[config.mk]
export PLATFORM = sky130hd
export DESIGN_NAME = spi_blk_writer
export DESIGN_NICKNAME = d
export VERILOG_FILES = /design/src/rtl/spi_blk_writer.sv
export SDC_FILE = /design/constraint.sdc
export NUM_CORES = 1
export LEC_CHECK = 0
export CORE_MARGIN = 3
export CORE_UTILIZATION = 25
export CTS_CLUSTER_DIAMETER = 60
export CTS_CLUSTER_SIZE = 28
export DETAILED_ROUTE_END_ITERATION = 7
export PLACE_DENSITY = 0.45
export RECOVER_POWER = 50
export SLEW_MARGIN = 15
export SYNTH_ARGS = -nofsm -noshare
export SYNTH_HDL_FRONTEND = slang
export SYNTH_SLANG_ARGS = --single-unit
[constraint.sdc]
create_clock -name clk -period 5.5 [get_ports clk]
set_input_delay 0.55 -clock clk [delete_from_list [all_inputs] [get_ports clk]]
set_output_delay 0.55 -clock clk [all_outputs]
set_load 0.005 [all_outputs]
[src/rtl/spi_blk_writer.sv]
module spi_blk_writer #(
  parameter int LEN_W   = 24,
  parameter int MAX_PKT = 8192,
  parameter int MIN_LEN = 5
) (
  input  logic             clk,
  input  logic             rst_n,
  input  logic             start,
  input  logic [LEN_W-1:0] total_len,
  input  logic             crc_en,
  input  logic             in_valid,
  input  logic [7:0]       in_data,
  output logic             in_ready,
  output logic             out_valid,
  output logic [7:0]       out_data,
  input  logic             out_ready,
  output logic             busy,
  output logic             done,
  output logic             rejected
);
  localparam int PW = $clog2(MAX_PKT + 1);

  typedef enum logic [2:0] {S_IDLE, S_HDR, S_DATA, S_CRC0, S_CRC1} st_t;

  st_t              st;
  logic [LEN_W-1:0] rem;
  logic [PW-1:0]    pkt_left;
  logic             first, crc_q, done_q, rej_q;

  wire       fits  = rem <= LEN_W'(MAX_PKT);
  wire [1:0] order = fits ? 2'b11 : (first ? 2'b01 : 2'b10);
  wire       fire  = out_valid && out_ready;

  assign busy      = st != S_IDLE;
  assign done      = done_q;
  assign rejected  = rej_q;
  assign in_ready  = (st == S_DATA) && out_ready;
  assign out_valid = (st == S_HDR) || (st == S_CRC0) || (st == S_CRC1) ||
                     ((st == S_DATA) && in_valid);
  assign out_data  = (st == S_HDR)  ? {6'b111100, order} :
                     (st == S_DATA) ? in_data : 8'h00;

  always_ff @(posedge clk or negedge rst_n) begin
    if (!rst_n) begin
      st       <= S_IDLE;
      rem      <= '0;
      pkt_left <= '0;
      first    <= 1'b0;
      crc_q    <= 1'b0;
      done_q   <= 1'b0;
      rej_q    <= 1'b0;
    end else begin
      done_q <= 1'b0;
      rej_q  <= 1'b0;
      case (st)
        S_IDLE: if (start) begin
          if (total_len < LEN_W'(MIN_LEN)) rej_q <= 1'b1;
          else begin
            rem   <= total_len;
            crc_q <= crc_en;
            first <= 1'b1;
            st    <= S_HDR;
          end
        end
        S_HDR: if (fire) begin
          pkt_left <= fits ? PW'(rem) : PW'(MAX_PKT);
          first    <= 1'b0;
          st       <= S_DATA;
        end
        S_DATA: if (fire) begin
          rem      <= rem - 1'b1;
          pkt_left <= pkt_left - 1'b1;
          if (pkt_left == PW'(1)) begin
            if (crc_q) st <= S_CRC0;
            else if (rem == LEN_W'(1)) begin
              st     <= S_IDLE;
              done_q <= 1'b1;
            end else st <= S_HDR;
          end
        end
        S_CRC0: if (fire) st <= S_CRC1;
        S_CRC1: if (fire) begin
          if (rem == '0) begin
            st     <= S_IDLE;
            done_q <= 1'b1;
          end else st <= S_HDR;
        end
        default: st <= S_IDLE;
      endcase
    end
  end

  assert_idle_quiet_R1: assert property (@(posedge clk) disable iff (!rst_n)
    !busy |-> !out_valid && !in_ready);

  assert_short_refused_R2: assert property (@(posedge clk) disable iff (!rst_n)
    (!busy && start && total_len < LEN_W'(MIN_LEN)) |=> rejected && !busy);

  assert_pkt_bound_R6: assert property (@(posedge clk) disable iff (!rst_n)
    pkt_left <= PW'(MAX_PKT));

  assert_hold_R9: assert property (@(posedge clk) disable iff (!rst_n)
    (out_valid && !out_ready && st != S_DATA) |=> out_valid && $stable(out_data));

  assert_rem_frozen_R10: assert property (@(posedge clk) disable iff (!rst_n)
    (busy && !fire) |=> $stable(rem));

  assert_end_pulse_R8: assert property (@(posedge clk) disable iff (!rst_n)
    done |-> !busy && !rejected && rem == '0);
endmodule

==> impl_metrics.yaml, run 1 <==
run_status:
  violations: "max-capacitance violations, max-slew violations"
  status: "finished with violations"
logic_synthesis:
  synth_area_per_cell_um2: 8.15
  yosys.area.top_type_share_pct: 35.5
  synthFlopType: "dfrtp_1"
  synthesis.nets: 432
  syn_inst: 389
  synth_area_leaders: "dfrtp_1 36%, nor2_1 6.2%, a21oi_1 5.7%, o22a_1 3.6%, a31oi_1 3.2%"
  syn_area_um2: 3170
  yosysUniqueCellTypes: 61
  ys_ff_latch: 45
  synth_top_cell_by_area: "dfrtp_1"
  ys_seq_area_share_pct: 35.5
  synth_edf_count: 0
  async_flop_share_pct: 100
  ys.warnings.count: 0
floorplan:
  die-width_um: 119
  die-area_um2: 14100
  core_area_um2: 12200
  row_count: 40
  io_pins: 51
  start_util_pct: 26.0
  die_h_um: 119
routing:
  vias: 3155
  avgViaCountPerCell: 5.31
  drt-pass1-iter-count: 4
  drtIter0Drc: 191
  ant_nets: 0
  wl_um: 10500
  avgRoutedWirePerCell_um: 17.6
  drc_errors: 0
global_route:
  grt_pass1_wl_um: 17300
  grt_overflow_total: 0
  antenna_found_initial: 0
  track_usage_pct: 15.0
  grt_max_degree: 46
  grt_pass1_vias: 3047
finish:
  syn_to_final_growth_pct: 24.6
  fillers: 1323
  nNetsFinal: 468
  final_common_cell: "nor2_1"
  layout_common_cells: "51 x nor2_1, 45 x dfrtp_1, 45 x clkdlybuf4s50_1"
  num_antenna_cells: 0
  layout-drive-gt1-share_pct: 5.63
  final_util_pct: 32.3
timing:
  tns_ns: 0
  max_freq_mhz: 285
  fin_skew_ns: 0.00877
  drv_slew: 46
  slew_headroom_pct: -77.7
  whs_ns: 0.525
  worst_pin_slew_ns: 2.67
  fin_crit_sh_pct: 63.7
  period_minus_slack_ns: 3.51
  rsz0062_at_grt: "false"
  hold_viol_final: 0
  setup-violations-final: 0
setup_path:
  worstSetupEndpointType: "flip-flop"
  startpoint_type: "input port"
  cp.required_ns: 5.72
  cp.arrival_ns: 3.72
  worstSetupStartpoint: "total_len[22]"
  r2r_slack_ns: 2.63
  critPathKind: "input port to flip-flop"
  r2r-start: "st[2]"
  crit_end: "rem[14]"
  rr_endpoint: "rem[13]"
  path_max_fanout: 28
  reg2regPathDepth: 4
worst_hold_path:
  hold_start: "pkt_left[12]"
  min_path_type: "flip-flop to flip-flop"
clocking:
  clk_pin_slew_ns: 0.07
  clock-sinks: 45
  hold_buffers: 0
  clk-insertion-delay-late_ns: 0.29
  cts_tree: "built"
  clk_path_buf_depth: 2
  cts_resized: 0
  postCtsSetupBuffers: 0
  htreeDepth: 2
  cts-root-buf: "clkbuf_16"
  numCtsBuffers: 5
placed_design:
  hpwlAfterDp_um: 7330
  gp_congestion: 0.803
  port_buffers: 50
power:
  cellPowerDensity_nw_per_um2: 500
  leakage_nw: 1.56
  ir_drop_mv: 0.146
flow_run:
  max_cap_viol_count: 1
[cells by family (layout without fill, tap and decap cells)]
family / count (synthesis) / count (layout) / synth area share [%]
muxes: 1 / 1 / 0.355
AOI/OAI and AO/OA: 140 / 140 / 31.1
and+or+nand+nor: 155 / 155 / 25.6
buffers and inverters: 43 / 80 / 5.49
DFF: 45 / 45 / 35.5
adders and majority gates: 5 / 5 / 1.97
[cell type report]
| class | instances | area (um^2) | share of cell area, % |
|---|---|---|---|
| multi-input combinational | 301 | 1880 | 47.5 |
| sequential | 45 | 1130 | 28.5 |
| timing repair buffer | 55 | 529 | 13.4 |
| tap | 168 | 210 | 5.32 |
| clock buffer | 5 | 125 | 3.17 |
| inverter | 17 | 63.8 | 1.62 |
| clock inverter | 3 | 17.5 | 0.443 |
[synthesized netlist by cell type (all sizes together), types with 2 or more instances]
library cell,number
a2bb2oi,5
or3,7
o22a,13
and2,6
and3,5
nor3b,3
a21boi,2
nand4,4
o21ai,15
a31oi,16
a32oi,2
nand2,19
nand3,9
o22ai,7
nand2b,4
nor4,10
ha,5
clkbuf,19
nor3,17
a21o,8
a21oi,36
a41oi,2
dfrtp,45
nor4b,2
nand3b,3
nor2b,6
o311ai,2
o2bb2ai,4
buf,7
a211oi,3
a211o,2
nor2,52
a22oi,8
o211ai,3
o41ai,2
inv,17
[worst min-delay path by stage]
stage,to,depth (start not counted)
5_1_grt,rem[20],1
3_3_place_gp,pkt_left[12],2
6_report,pkt_left[12],2
2_1_floorplan,crc_q,0
3_5_place_dp,pkt_left[12],2
4_1_cts,rem[9],2
[critical path: stages]
cell,delay [ns]
dlygate4sd3_1,0.58
nor4_1,0.46
nand4_1,0.31
o311ai_4,0.32
buf_4,0.36
and2_1,0.84
o22a_1,0.28
[power by group]
group / leakage [nW] / total (mW) / switching [mW] / internal, mW
Clock: 0.0696 / 0.299 / 0.133 / 0.167
Combinational: 0.941 / 1.01 / 0.561 / 0.447
Sequential: 0.549 / 0.668 / 0.196 / 0.472
[registers in the layout, indices dropped and copies added, names as in the netlist]
signal	count
crc_q	1
done	1
first	1
pkt_left	14
rejected	1
rem	24
st	3
[through the flow]
stage               setup slack, ns  power (mW)  cells  area, um^2
finish                         1.99        1.98    594        3950
global placement               1.87        1.68    586        3810
detailed placement             1.75        1.68    586        3810
global route                   1.68        2.15    594        3950
CTS                            1.93        1.99    594        3950
floorplan                      3.25        1.32    389        3170
[metal layers]
metal | up-vias | share of wire, % | GRT usage [%]
met4 | 0 | 0.44 | 3.26
li1 | 1534 | - | -
met1 | 1551 | 49 | 22.0
met3 | 2 | 3.5 | 2.15
met2 | 68 | 47 | 23.5
met5 | - | 0 | 0
Note: power is estimated with default switching activity, not from simulation.
==> run 2, diff against run 1 <==
Clock period 5.5 ns to 3.3 ns, I/O delays scaled along.
==> run 2 against run 1 <==
The run still ends with max-capacitance violations, max-slew violations left; combinational power grew 70%; cell area increased by 2.3%; wire length shrank 1.9%; critical path depth shrank 1; clock power up 80%; hold slack got worse by 0.10 ns; non-clock buffer count increased by 8; clock-buffer cell count grew 2; setup slack lost 1.8 ns; largest cell class unchanged; largest power group unchanged.
==> impl_metrics.yaml, run 2 (same netlist as run 1, synthesis figures left out) <==
floorplan:
  die_h_um: 119
  start_util_pct: 26.0
  die-area_um2: 14100
  row_count: 40
  io_pins: 51
  die-width_um: 119
  core_area_um2: 12200
global_route:
  track_usage_pct: 14.8
  antenna_found_initial: 0
  grt_pass1_vias: 3019
  grt_overflow_total: 0
  grt_pass1_wl_um: 16900
  grt_max_degree: 42
setup_path:
  cp.required_ns: 2.97
  critPathKind: "flip-flop to primary output"
  cp.arrival_ns: 2.80
  path_max_fanout: 7
  reg2regPathDepth: 4
  r2r-start: "st[2]"
  startpoint_type: "flip-flop"
  worstSetupStartpoint: "rem[14]"
  crit_end: "out_data[0]"
  r2r_slack_ns: 0.55
  worstSetupEndpointType: "primary output"
  rr_endpoint: "rem[13]"
run_status:
  status: "finished with violations"
  violations: "max-capacitance violations, max-slew violations"
routing:
  avgRoutedWirePerCell_um: 17.1
  avgViaCountPerCell: 5.24
  wl_um: 10300
  drt-pass1-iter-count: 4
  vias: 3154
  drc_errors: 0
  ant_nets: 0
  drtIter0Drc: 201
worst_hold_path:
  min_path_type: "input port to asynchronous set/reset pin"
finish:
  top_regs: "rem (24), pkt_left (14), st (3)"
  final_common_cell: "nor2_1"
  layout-drive-gt1-share_pct: 7.37
  fillers: 1317
  nNetsFinal: 476
  final_util_pct: 33.1
  largest_reg_flops: 24
  regMostFlops: "rem"
  syn_to_final_growth_pct: 27.4
  layout_common_cells: "51 x nor2_1, 46 x clkdlybuf4s50_1, 45 x dfrtp_1"
  num_antenna_cells: 0
timing:
  period_minus_slack_ns: 3.13
  fin_crit_sh_pct: 94.8
  max_freq_mhz: 320
  fin_skew_ns: 0.00599
  slew_headroom_pct: -4.14
  tns_ns: 0
  worst_pin_slew_ns: 1.56
  rsz0062_at_grt: "false"
  setup-violations-final: 0
  drv_slew: 27
  hold_viol_final: 0
clocking:
  postCtsSetupBuffers: 0
  clock-sinks: 45
  cts-root-buf: "clkbuf_16"
  cts_tree: "built"
  htreeDepth: 2
  clk-insertion-delay-late_ns: 0.29
  cts_resized: 0
  numCtsBuffers: 5
  clk_path_buf_depth: 2
  clk_pin_slew_ns: 0.06
  hold_buffers: 0
power:
  total_power_mw: 3.38
  cellPowerDensity_nw_per_um2: 837
  leakage_nw: 1.61
  ir_drop_mv: 0.238
placed_design:
  gp_congestion: 0.784
  hpwlAfterDp_um: 7360
  port_buffers: 50
flow_run:
  max_cap_viol_count: 1
run 2: critical path, stage by stage, from the launching register on:
cell and delay (ns):
dfrtp_1 0.43, or3_4 0.40, or3_1 0.48, a21oi_1 0.35, o21ai_0 0.15, a21oi_1 0.18
clkdlybuf4s50_1 0.52
run 2: layout make-up:
| type | count | area, um^2 | share of cell area [%] |
|---|---|---|---|
| Sequential cell | 45 | 1130 | 27.9 |
| Multi-Input combinational cell | 301 | 1880 | 46.6 |
| Clock buffer | 7 | 153 | 3.78 |
| Tap cell | 168 | 210 | 5.20 |
| Clock inverter | 1 | 5.00 | 0.124 |
| Inverter | 17 | 63.8 | 1.58 |
| Timing Repair Buffer | 63 | 601 | 14.9 |
run 2: power by group:
group / leakage (nW) / internal [mW] / switching (mW)
logic: 0.985 / 0.797 / 0.927
registers: 0.549 / 0.786 / 0.333
clock network: 0.0799 / 0.321 / 0.217
run 2: routing by layer:
| layer | wire length [um] | vias to the layer above | track usage [%] |
|---|---|---|---|
| met1 | 4970 | 1498 | 21.9 |
| li1 | - | 1554 | - |
| met2 | 4640 | 96 | 22.1 |
| met3 | 551 | 6 | 2.25 |
| met5 | 0 | - | 0 |
| met4 | 126 | 0 | 4.20 |
run 2: metrics by stage:
stage	cells	instance area [um^2]	hold slack (ns)	setup slack, ns
5_1_grt	602	4040	0.557	0.00582
6_report	602	4040	0.425	0.171
2_1_floorplan	389	3170	0.0344	1.22
3_3_place_gp	594	3880	0.404	0.461
4_1_cts	602	4040	0.0994	0.155
3_5_place_dp	594	3880	0.405	0.482
run 2: worst min-delay path by stage:
stage / to / slack [ns]
6_report: rem[8] / 0.42
5_1_grt: pkt_left[12] / 0.56
4_1_cts: rem[8] / 0.1
3_5_place_dp: rem[8] / 0.41
3_3_place_gp: rem[8] / 0.40
2_1_floorplan: crc_q / 0.03
==> run 3, diff against run 2 <==
Settings changed: SKIP_LAST_GASP set to 1.
==> results of run 3 <==
Final layout, timing and power as in run 2 (identical DEF).
